### src/rtl/vp_pkg.sv
// Package: shared constants for the vectored interrupt priority controller.
// Assumes vectors are 8 bits wide, so the priority class is the upper nibble.
package vp_pkg;
    localparam int CLS_W      = 4;        // width of a priority class
    localparam int SVR_W      = 9;        // kept bits of the spurious/enable register
    localparam int SVR_EN_BIT = 8;        // software enable position
    localparam logic [SVR_W-1:0] SVR_RST = 9'h0FF;
endpackage

### src/rtl/vp_find_top.sv
// Module: vp_find_top
// Finds the highest set bit of a wide vector. The vector is split into
// words; each word reports a hit and a local index; the highest hitting
// word wins. Purely combinational. Assumes WIDTH is a multiple of WORD_W
// and that there are at least two words.
module vp_find_top #(
    parameter int WIDTH  = 256,
    parameter int WORD_W = 32
) (
    input  logic [WIDTH-1:0]          vec_i,
    output logic                      found_o,
    output logic [$clog2(WIDTH)-1:0]  top_o
);
    localparam int NWORDS = WIDTH / WORD_W;
    localparam int LOC_W  = $clog2(WORD_W);
    localparam int WSEL_W = $clog2(NWORDS);

    logic [NWORDS-1:0]            hit;
    logic [NWORDS-1:0][LOC_W-1:0] loc;

    for (genvar w = 0; w < NWORDS; w++) begin : g_word
        logic [WORD_W-1:0] slice;
        logic [LOC_W-1:0]  loc_w;
        assign slice = vec_i[w*WORD_W +: WORD_W];
        // Highest set bit inside this word (later iterations override).
        always_comb begin
            loc_w = '0;
            for (int b = 0; b < WORD_W; b++) begin
                if (slice[b]) loc_w = LOC_W'(b);
            end
        end
        assign hit[w] = |slice;
        assign loc[w] = loc_w;
    end

    // Highest hitting word supplies the upper index bits.
    always_comb begin
        found_o = |hit;
        top_o   = '0;
        for (int w = 0; w < NWORDS; w++) begin
            if (hit[w]) top_o = {WSEL_W'(w), loc[w]};
        end
    end
endmodule

### src/rtl/vp_vec_bank.sv
// Module: vp_vec_bank
// Holds the pending, in-service and trigger-mode bit vectors, one flop
// per bit of each. A set of a bit takes precedence over a clear of the
// same bit in the same cycle. Assumes the take and retire indices are
// only asserted with their enables when the decision logic allows it.
module vp_vec_bank #(
    parameter int NUM_VEC = 256
) (
    input  logic                        clk,
    input  logic                        rst_n,
    input  logic                        set_en,
    input  logic [$clog2(NUM_VEC)-1:0]  set_idx,
    input  logic                        set_level,
    input  logic                        take_en,
    input  logic [$clog2(NUM_VEC)-1:0]  take_idx,
    input  logic                        retire_en,
    input  logic [$clog2(NUM_VEC)-1:0]  retire_idx,
    output logic [NUM_VEC-1:0]          irr_o,
    output logic [NUM_VEC-1:0]          isr_o,
    output logic [NUM_VEC-1:0]          tmr_o
);
    localparam int IW = $clog2(NUM_VEC);

    for (genvar i = 0; i < NUM_VEC; i++) begin : g_bit
        logic set_hit, take_hit, retire_hit;
        logic irr_r, isr_r, tmr_r;
        assign set_hit    = set_en    && (set_idx    == IW'(i));
        assign take_hit   = take_en   && (take_idx   == IW'(i));
        assign retire_hit = retire_en && (retire_idx == IW'(i));

        // Per-vector state update: clears first, sets override.
        always_ff @(posedge clk) begin
            if (!rst_n) begin
                irr_r <= 1'b0;
                isr_r <= 1'b0;
                tmr_r <= 1'b0;
            end else begin
                if (take_hit)   irr_r <= 1'b0;
                if (set_hit)    irr_r <= 1'b1;
                if (retire_hit) isr_r <= 1'b0;
                if (take_hit)   isr_r <= 1'b1;
                if (set_hit)    tmr_r <= set_level;
            end
        end
        assign irr_o[i] = irr_r;
        assign isr_o[i] = isr_r;
        assign tmr_o[i] = tmr_r;
    end
endmodule

### src/rtl/vp_prio_calc.sv
// Module: vp_prio_calc
// Derives the processor priority, the pending decision and whether an
// acknowledge may take the top pending vector. Combinational; assumes
// 8-bit vectors whose class is the upper CLS_W bits.
module vp_prio_calc
    import vp_pkg::*;
#(
    parameter int VEC_W = 8
) (
    input  logic [VEC_W-1:0] tpr_i,
    input  logic             enable_i,
    input  logic             irr_found_i,
    input  logic [VEC_W-1:0] irr_top_i,
    input  logic             isr_found_i,
    input  logic [VEC_W-1:0] isr_top_i,
    output logic [VEC_W-1:0] ppr_o,
    output logic             pending_o,
    output logic             grant_ok_o
);
    localparam int LOW_W = VEC_W - CLS_W;

    logic [CLS_W-1:0] isr_cls;
    logic [CLS_W-1:0] irr_cls;

    // Processor priority from task priority and top in-service class.
    always_comb begin
        isr_cls = isr_found_i ? isr_top_i[VEC_W-1 -: CLS_W] : '0;
        if (tpr_i[VEC_W-1 -: CLS_W] >= isr_cls) ppr_o = tpr_i;
        else                                     ppr_o = {isr_cls, {LOW_W{1'b0}}};
    end

    // Pending line: enabled, something pending, class strictly above.
    always_comb begin
        irr_cls   = irr_top_i[VEC_W-1 -: CLS_W];
        pending_o = enable_i && irr_found_i &&
                    ((ppr_o == '0) || (irr_cls > ppr_o[VEC_W-1 -: CLS_W]));
    end

    // Acknowledge may take the top vector unless masked by task priority.
    always_comb begin
        grant_ok_o = enable_i && irr_found_i &&
                     !((tpr_i != '0) && (irr_top_i <= tpr_i));
    end
endmodule

### src/rtl/vp_core.sv
// Module: vp_core
// Top of the vectored interrupt priority controller. Registers task
// priority, spurious/enable and the acknowledge result; the vector bank
// holds per-vector state; two highest-bit finders feed the priority
// logic. Assumes NUM_VEC = 256 so vectors and the spurious field match.
module vp_core
    import vp_pkg::*;
#(
    parameter int NUM_VEC = 256,
    parameter int WORD_W  = 32
) (
    input  logic        clk,
    input  logic        rst_n,
    input  logic        req_valid,
    input  logic [7:0]  req_vector,
    input  logic        req_level,
    input  logic        ack,
    input  logic        eoi,
    input  logic        tpr_we,
    input  logic [7:0]  tpr_wdata,
    input  logic        svr_we,
    input  logic [15:0] svr_wdata,
    output logic        irq_pending,
    output logic        ack_done,
    output logic [7:0]  ack_vector,
    output logic        ack_level,
    output logic [7:0]  ppr,
    output logic [7:0]  tpr_q,
    output logic [8:0]  svr_q
);
    localparam int VEC_W = $clog2(NUM_VEC);

    logic [NUM_VEC-1:0] irr, isr, tmr;
    logic               irr_found, isr_found;
    logic [VEC_W-1:0]   irr_top, isr_top;
    logic               grant_ok, take, retire;
    logic [VEC_W-1:0]   ppr_w;
    logic               pending_w;

    assign take   = ack && grant_ok;
    assign retire = eoi && isr_found;

    vp_vec_bank #(.NUM_VEC(NUM_VEC)) u_bank (
        .clk        (clk),
        .rst_n      (rst_n),
        .set_en     (req_valid),
        .set_idx    (req_vector),
        .set_level  (req_level),
        .take_en    (take),
        .take_idx   (irr_top),
        .retire_en  (retire),
        .retire_idx (isr_top),
        .irr_o      (irr),
        .isr_o      (isr),
        .tmr_o      (tmr)
    );

    vp_find_top #(.WIDTH(NUM_VEC), .WORD_W(WORD_W)) u_irr_top (
        .vec_i   (irr),
        .found_o (irr_found),
        .top_o   (irr_top)
    );

    vp_find_top #(.WIDTH(NUM_VEC), .WORD_W(WORD_W)) u_isr_top (
        .vec_i   (isr),
        .found_o (isr_found),
        .top_o   (isr_top)
    );

    vp_prio_calc #(.VEC_W(VEC_W)) u_prio (
        .tpr_i       (tpr_q),
        .enable_i    (svr_q[SVR_EN_BIT]),
        .irr_found_i (irr_found),
        .irr_top_i   (irr_top),
        .isr_found_i (isr_found),
        .isr_top_i   (isr_top),
        .ppr_o       (ppr_w),
        .pending_o   (pending_w),
        .grant_ok_o  (grant_ok)
    );

    assign ppr         = ppr_w;
    assign irq_pending = pending_w;

    // Software-visible priority and enable registers.
    always_ff @(posedge clk) begin
        if (!rst_n) begin
            tpr_q <= '0;
            svr_q <= SVR_RST;
        end else begin
            if (tpr_we) tpr_q <= tpr_wdata;
            if (svr_we) svr_q <= svr_wdata[SVR_W-1:0];
        end
    end

    // Acknowledge result: taken vector or spurious vector, one-cycle valid.
    always_ff @(posedge clk) begin
        if (!rst_n) begin
            ack_done   <= 1'b0;
            ack_vector <= '0;
            ack_level  <= 1'b0;
        end else begin
            ack_done <= ack;
            if (ack) begin
                ack_vector <= take ? irr_top : svr_q[VEC_W-1:0];
                ack_level  <= take ? tmr[irr_top] : 1'b0;
            end
        end
    end
endmodule

### config.mk
export PLATFORM = sky130hd
export DESIGN_NAME = vp_core
export DESIGN_NICKNAME = d
export VERILOG_FILES = /design/src/rtl/vp_pkg.sv /design/src/rtl/vp_find_top.sv /design/src/rtl/vp_vec_bank.sv /design/src/rtl/vp_prio_calc.sv /design/src/rtl/vp_core.sv
export SDC_FILE = /design/constraint.sdc
export NUM_CORES = 2
export LEC_CHECK = 0
export CAP_MARGIN = 40
export CORE_ASPECT_RATIO = 1.5
export CORE_MARGIN = 2
export CORE_UTILIZATION = 35
export CTS_CLUSTER_DIAMETER = 150
export CTS_CLUSTER_SIZE = 14
export DETAILED_ROUTE_END_ITERATION = 10
export GPL_TIMING_DRIVEN = 0
export PLACE_DENSITY = 0.46
export SLEW_MARGIN = 20
export SYNTH_ARGS = -nofsm -noshare
export SYNTH_HDL_FRONTEND = slang
export SYNTH_SLANG_ARGS = --single-unit
### constraint.sdc
create_clock -name clk -period 15.72 [get_ports clk]
set_input_delay 1.572 -clock clk [delete_from_list [all_inputs] [get_ports clk]]
set_output_delay 1.572 -clock clk [all_outputs]
set_load 0.01 [all_outputs]
After elaboration in Yosys (flattened, before gate mapping)
Index checks and enable logic that the tools add are counted.

Register bits: 795. Bits of input ports: 40. Output and inout port bits: 36. Logic and storage cells: 4395.

Magnitude comparators: 4. Eq/ne operators: 765. Muxes and demuxes: 1542. Reduce and logical (&&, ||, !) cells: 1311.

Operators by type and width (count): $eq A8 B8 Y1 const B (384); $eq A8 B7 Y1 const B (192); $mux W5 (258); $mux W1 (1042); $reduce_bool A2 Y1 (512); $logic_and A1 B1 Y1 (774); $eq A8 B6 Y1 const B (96); $mux W4 (129); $reduce_or A256 Y1 (2); $reduce_or A32 Y1 (16); $eq A8 B5 Y1 const B (48); $eq A8 B4 Y1 const B (24); $mux W3 (64); $eq A8 B3 Y1 const B (12); $mux W8 (10); $mux W2 (32); $eq A8 B2 Y1 const B (6); $logic_not A8 Y1 (4); $mux W7 (4); $eq A8 B1 Y1 const B (3); $mux W6 (2); $lt A8 B9 Y1 const B (1); $bmux W1 S8 (1); $le A8 B8 Y1 (1); other kinds (5) (5).

Longest topological paths before layout
Depth after elaboration: 47. Gate-level depth with buffers: 28.

Cells and area by module
A second synthesis with hierarchy kept.

Cells, all modules: 5533. Area total of the unflattened synthesis: 46895.0 µm².

By module, submodules not included: vp_vec_bank (times used 1, cells an instance 4076, area each 37086.8 µm²); vp_find_top (times used 2, cells an instance 541, area each 2982.9 µm²); vp_core (times used 1, cells an instance 296, area each 3276.9 µm²); vp_prio_calc (times used 1, cells an instance 79, area each 565.5 µm²).

Worst setup path after synthesis
No wires, ideal clock.

Kind: reg-to-output. From: register u_bank.g_bit[83].isr_r. To: output irq_pending. Arrival: 4.447 ns. Required time: 14.148 ns. Slack: 9.701 ns. Stages on the path, launching flop included: 27. Buffers on the path: 1. Path through: dfxtp_1 -> nor4_1 -> nand4_1 -> nor3_1 -> a21oi_1 -> o21ai_0 -> a21oi_1 -> o21bai_1 -> a21oi_1 -> o21ai_1 -> ha_1 -> nand2b_1 -> a21o_1 -> a21o_1 -> a21oi_1 -> clkbuf_1 -> nor2_1 -> a21oi_1 -> inv_1 -> ha_1 -> nor2b_1 -> o21ai_0 -> nand2b_1 -> a21oi_1 -> a41oi_1 -> a41oi_1 -> nor2b_1.

Longest elaborated chain between the ends: 25. Elaborated cells between the ends (all ways): 28. Classes of those cells: order compare (2); mux (21); reduce/logical (5).

RTL lines: from (decl) (RTL line vp_vec_bank.sv:26) `logic irr_r, isr_r, tmr_r;`; from (signal assigned) (RTL line vp_vec_bank.sv:35) `isr_r <= 1'b0;`; from (signal assigned) (RTL line vp_vec_bank.sv:40) `if (retire_hit) isr_r <= 1'b0;`; from (signal assigned) (RTL line vp_vec_bank.sv:41) `if (take_hit) isr_r <= 1'b1;`; $mux W5 (13 in series) (RTL line vp_find_top.sv:29) `if (slice[b]) loc_w = LOC_W'(b);`; $mux W7 (2 in series) (RTL line vp_find_top.sv:41) `if (hit[w]) top_o = {WSEL_W'(w), loc[w]};`; $mux W8 (4 in series) (RTL line vp_find_top.sv:41); $mux W4 (*) (RTL line vp_prio_calc.sv:27) `isr_cls = isr_found_i ? isr_top_i[VEC_W-1 -: CLS_W] : '0;`; $ge A4 B4 Y1 (RTL line vp_prio_calc.sv:28) `if (tpr_i[VEC_W-1 -: CLS_W] >= isr_cls) ppr_o = tpr_i;`; $mux W8 (*) (RTL line vp_prio_calc.sv:28); net ppr[4] (RTL line vp_core.sv:27) `output logic [7:0] ppr,`; $gt A4 B4 Y1 / $logic_not A8 Y1 (equally long branches) (RTL line vp_prio_calc.sv:36) `((ppr_o == '0) || (irr_cls > ppr_o[VEC_W-1 -: CLS_W]));`; $logic_or A1 B1 Y1 (*) (RTL line vp_prio_calc.sv:36); $logic_and A1 B1 Y1 (*) (RTL line vp_prio_calc.sv:35) `pending_o = enable_i && irr_found_i &&`; to (decl) (RTL line vp_core.sv:23) `output logic irq_pending,`.

The timed path passes the listed nets; every way through them passes the cells marked *.

Worst setup path in the final report
From: register u_bank.g_bit[38].irr_r. To: register u_bank.g_bit[18].isr_r.

Longest elaborated chain between the ends: 40. Elaborated cells between the ends (all ways): 45. Classes of those cells: order compare (1); eq/ne (1); mux (34); reduce/logical (9).

RTL lines: from (decl) (RTL line vp_vec_bank.sv:26); from (signal assigned) (RTL line vp_vec_bank.sv:34) `irr_r <= 1'b0;`; from (signal assigned) (RTL line vp_vec_bank.sv:38) `if (take_hit) irr_r <= 1'b0;`; from (signal assigned) (RTL line vp_vec_bank.sv:39) `if (set_hit) irr_r <= 1'b1;`; $mux W3 (2 in series) (RTL line vp_find_top.sv:29); $mux W4 (8 in series) (RTL line vp_find_top.sv:29); $mux W5 (16 in series) (RTL line vp_find_top.sv:29); $mux W6 (RTL line vp_find_top.sv:41); $mux W7 (2 in series) (RTL line vp_find_top.sv:41); $mux W8 (4 in series) (RTL line vp_find_top.sv:41); $le A8 B8 Y1 (RTL line vp_prio_calc.sv:42) `!((tpr_i != '0) && (irr_top_i <= tpr_i));`; $logic_and A1 B1 Y1 (RTL line vp_prio_calc.sv:42); $logic_not A1 Y1 (RTL line vp_prio_calc.sv:42); $logic_and A1 B1 Y1 (RTL line vp_prio_calc.sv:41) `grant_ok_o = enable_i && irr_found_i &&`; $logic_and A1 B1 Y1 (RTL line vp_core.sv:40) `assign take = ack && grant_ok;`; $logic_and A1 B1 Y1 (*) (RTL line vp_vec_bank.sv:28) `assign take_hit = take_en && (take_idx == IW'(i));`; $mux W1 / $reduce_bool A2 Y1 (equally long branches); to (signal assigned) (RTL line vp_vec_bank.sv:35); to (signal assigned) (RTL line vp_vec_bank.sv:40); to (signal assigned) (RTL line vp_vec_bank.sv:41); to (decl) (RTL line vp_vec_bank.sv:26).

Mark *: on every way between the ends. The rest lies on a longest branch, timed or not. A chain may end at the register's enable or synchronous reset.

==> impl_metrics.json <==
{
  "status": "completed",
  "dpl.cell_count": 7196,
  "reg2reg_depth": 25,
  "wirelength_um": 250000,
  "die_y_um": 422,
  "ff2ff_setup_slack_ps": 5690,
  "crit_path_start_kind": "flop",
  "finalCriticalPeriod_ps": 10030,
  "drive_above_1_share_pct": 6.12,
  "cap_violations": 0,
  "grt-ovfl-total": 0,
  "grt_use_total_pct": 41.0,
  "async_flop_share_pct": 0,
  "grt_max_degree": 15,
  "synth_cell_types": 91,
  "grt_pass1_wl_um": 339000,
  "clockRootBuffer": "clkbuf_16",
  "cts_resized": 0,
  "irDropWorstVdd_mv": 0.0773,
  "worstPathRequired_ps": 16290,
  "p_per_area_mw_per_mm2": 100,
  "avgSynthCellArea_um2": 7.44,
  "ys_ff_latch": 795,
  "synth_edf_count": 0,
  "grt_pass1_vias": 43019,
  "yosysWarnings": 0,
  "setup_viol": 0,
  "fin_skew_ps": 40.3,
  "gp_congestion": 1.04,
  "syn_nets": 5528,
  "cts_buffers": 66,
  "ys_seq_area_share_pct": 39.1,
  "slew_viol_final": 0,
  "power_leakage_nw": 15.9,
  "antenna_found_initial": 14,
  "clk_latency_ps": 710,
  "wl_per_cell_um": 34.4,
  "finalHoldViolations": 0,
  "ctsLongestPathBuffers": 3,
  "hp-class": "flop to flop",
  "drt_iter0_drc": 5112,
  "ys.flop_type": "dfxtp_1",
  "vias_per_cell": 6.22,
  "cp_max_fo": 10,
  "endpoint_kind": "flop",
  "post_cts_buffers": 0,
  "layout.cells.non_filler": 7282,
  "postCtsHoldBufs": 0,
  "syn_area_mm2": 0.0407,
  "holdCritStartpoint": "u_bank.g_bit[212].tmr_r",
  "fin_nets": 5775,
  "crit_arrival_ps": 10610,
  "r2r_start": "u_bank.g_bit[38].irr_r",
  "cts_tree": "done",
  "netlist_instances": 5472,
  "dr.pass1.iters": 6,
  "fmax_mhz": 99.7,
  "clk_pin_slew_ps": 70,
  "dieArea_mm2": 0.119,
  "holdPathEnd": "u_bank.g_bit[212].tmr_r",
  "rows": 153,
  "die_w_um": 282,
  "syn2layout_area_growth_pct": 14.4,
  "io_pins": 76,
  "finalCritPeriodShare_pct": 63.8,
  "core_region_area_mm2": 0.116,
  "num_vias": 45300,
  "tns_ps": 0,
  "ant_nets": 0,
  "min_path_cells": 2,
  "rsz0062_at_grt": "false",
  "critPathKind": "flop to flop",
  "r2r_end": "u_bank.g_bit[18].isr_r",
  "io_buffer_count": 64,
  "drc_errors": 0,
  "relSlewSlack_pct": 32.9,
  "initial_core_util_pct": 35.2,
  "tightestPinTransition_ps": 1000,
  "cts_sinks": 795,
  "hpwl_um": 190000,
  "htree_levels": 3
}
[where the power goes]
part	internal [W]	leakage (nW)	switching (W)	total, W
Combinational	0.000233	8.60	0.000769	0.00100
Clock	0.000769	0.853	0.000863	0.00163
Sequential	0.00202	6.41	0.00000669	0.00203
Total	0.00302	15.9	0.00164	0.00466
[stage by stage]
stage	setup WS (ps)	instance area, um^2	total power [W]	hold WS (ps)	utilization (%)
6_report	5690	46600	0.00466	464	40.3
5_1_grt	5920	46600	0.00470	482	40.3
3_5_place_dp	6190	44800	0.00302	459	38.7
3_3_place_gp	5150	43300	0.00297	450	37.4
2_1_floorplan	9700	40700	0.00244	435	-
4_1_cts	6130	46500	0.00461	468	40.2
[layout by cell type (no fill, tap or decap), types with 25 or more instances in the layout]
cell type        Yosys  routed
nand4_1             25      25
nand3_1            297     297
dfxtp_1            795     795
o21ai_0            439     439
a21boi_1            46      46
a21boi_0           482     482
nand2b_1            40      40
mux2i_1            138     138
nor3_1             204     194
a211oi_1            29      29
nor2_1             540     534
a22oi_1             28      28
clkbuf_2             0      77
nand2_1            993     990
a31oi_1            170     170
inv_1              127     127
o31ai_1             50      50
clkbuf_16            0      68
a21oi_1            242     241
clkdlybuf4s50_1      0      64
nor4_1             126     120
clkbuf_1           352     275
nor2b_1             31      31
o21bai_1            29      29
buf_6                7      61
buf_2                9      27
[cell type report]
type,count,area (um^2)
Antenna cell,10,25.0
Buffer,382,1640
Clock buffer,68,1700
Clock inverter,3,30.0
Fill cell,12479,69000
Inverter,130,488
Multi-Input combinational cell,4165,22900
Sequential cell,795,15900
Tap cell,1550,1940
Timing Repair Buffer,179,1950
[per-layer routing]
metal | wire [um] | track usage, % | up-vias
met4 | 28000 | 38.0 | 4
li1 | - | - | 19897
met1 | 89300 | 45.2 | 22046
met5 | 30 | 0 | -
met2 | 114000 | 65.8 | 2387
met3 | 18900 | 7.72 | 966
[cell usage after synthesis (6+ instances only)]
cell type	n	area (um^2)
o311ai_0	8	70.1
a221oi_1	6	52.6
a41oi_1	8	70.1
nor2b_1	31	194
nand2_1	993	3730
a21boi_0	482	3620
and3_1	7	43.8
inv_1	127	477
o31ai_1	50	375
a211oi_1	29	218
nand2b_1	40	250
nand3_1	297	1490
buf_6	7	78.8
clkbuf_1	352	1320
a311oi_1	8	70.1
nor2_1	540	2030
o41ai_1	6	52.6
mux2_2	9	101
nor3_1	204	1020
dfxtp_1	795	15900
nor4_1	126	788
ha_1	16	200
a21oi_1	242	1210
o31a_1	13	114
mux2i_1	138	1380
buf_4	6	45.0
a22oi_1	28	210
o21a_1	6	45.0
buf_1	6	22.5
o21ai_1	9	45.0
buf_2	9	45.0
o21bai_1	29	218
or4_1	15	113
nand4_1	25	156
o21ai_0	439	2200
nor4_2	6	75.1
a21boi_1	46	345
a2111oi_0	6	52.6
nor3b_1	7	52.6
a31oi_1	170	1060
and2_1	22	138
o211ai_1	15	113
[kinds of logic (layout without fill, tap and decap cells)]
group	count (synthesis)	in the layout	share of synthesized area [%]
other	0	10	0
muxes	153	153	3.86
AOI/OAI and AO/OA	1652	1652	26.2
adders and majority gates	16	16	0.492
DFF	795	795	39.1
buffers and inverters	512	762	5.00
and+or+nand+nor	2344	2344	25.4
[worst max path at each step]
stage                            start                 endpoint  slack [ps]  cells past startpoint
2_1_floorplan   u_bank.g_bit[83].isr_r              irq_pending        9700                     26
3_3_place_gp   u_bank.g_bit[131].irr_r   u_bank.g_bit[46].isr_r        5150                     24
3_5_place_dp    u_bank.g_bit[38].irr_r  u_bank.g_bit[225].isr_r        6190                     25
4_1_cts         u_bank.g_bit[38].irr_r  u_bank.g_bit[233].isr_r        6130                     25
5_1_grt         u_bank.g_bit[38].irr_r  u_bank.g_bit[236].isr_r        5920                     25
6_report        u_bank.g_bit[38].irr_r   u_bank.g_bit[18].isr_r        5690                     25
[state kept, by name (all words and copies together) (netlist names)]
register,cells
svr_q,9
tpr_q,8
ack_done,1
ack_vector,8
u_bank.g_bit.irr_r,256
ack_level,1
u_bank.g_bit.tmr_r,256
u_bank.g_bit.isr_r,256
[critical path: stages (launching register included)]
cell and delay (ps):
dfxtp_1 350, nor4_1 760, nand4_1 430, nor3_2 790, a21boi_0 420, o21ai_1 150
a221o_1 590, nor2_2 580, clkbuf_1 760, clkbuf_2 670, ha_1 370, o21a_1 110
o21ai_0 140, nand2b_1 70, a21oi_1 150, nor2_1 50, a211oi_1 220, a21oi_1 90
o211ai_1 800, buf_2 470, nor2_1 210, nand2_1 530, clkbuf_1 720, nor2_1 150
nor3_1 190, a21oi_1 90
No activity file was read; power rests on OpenSTA's default activity.
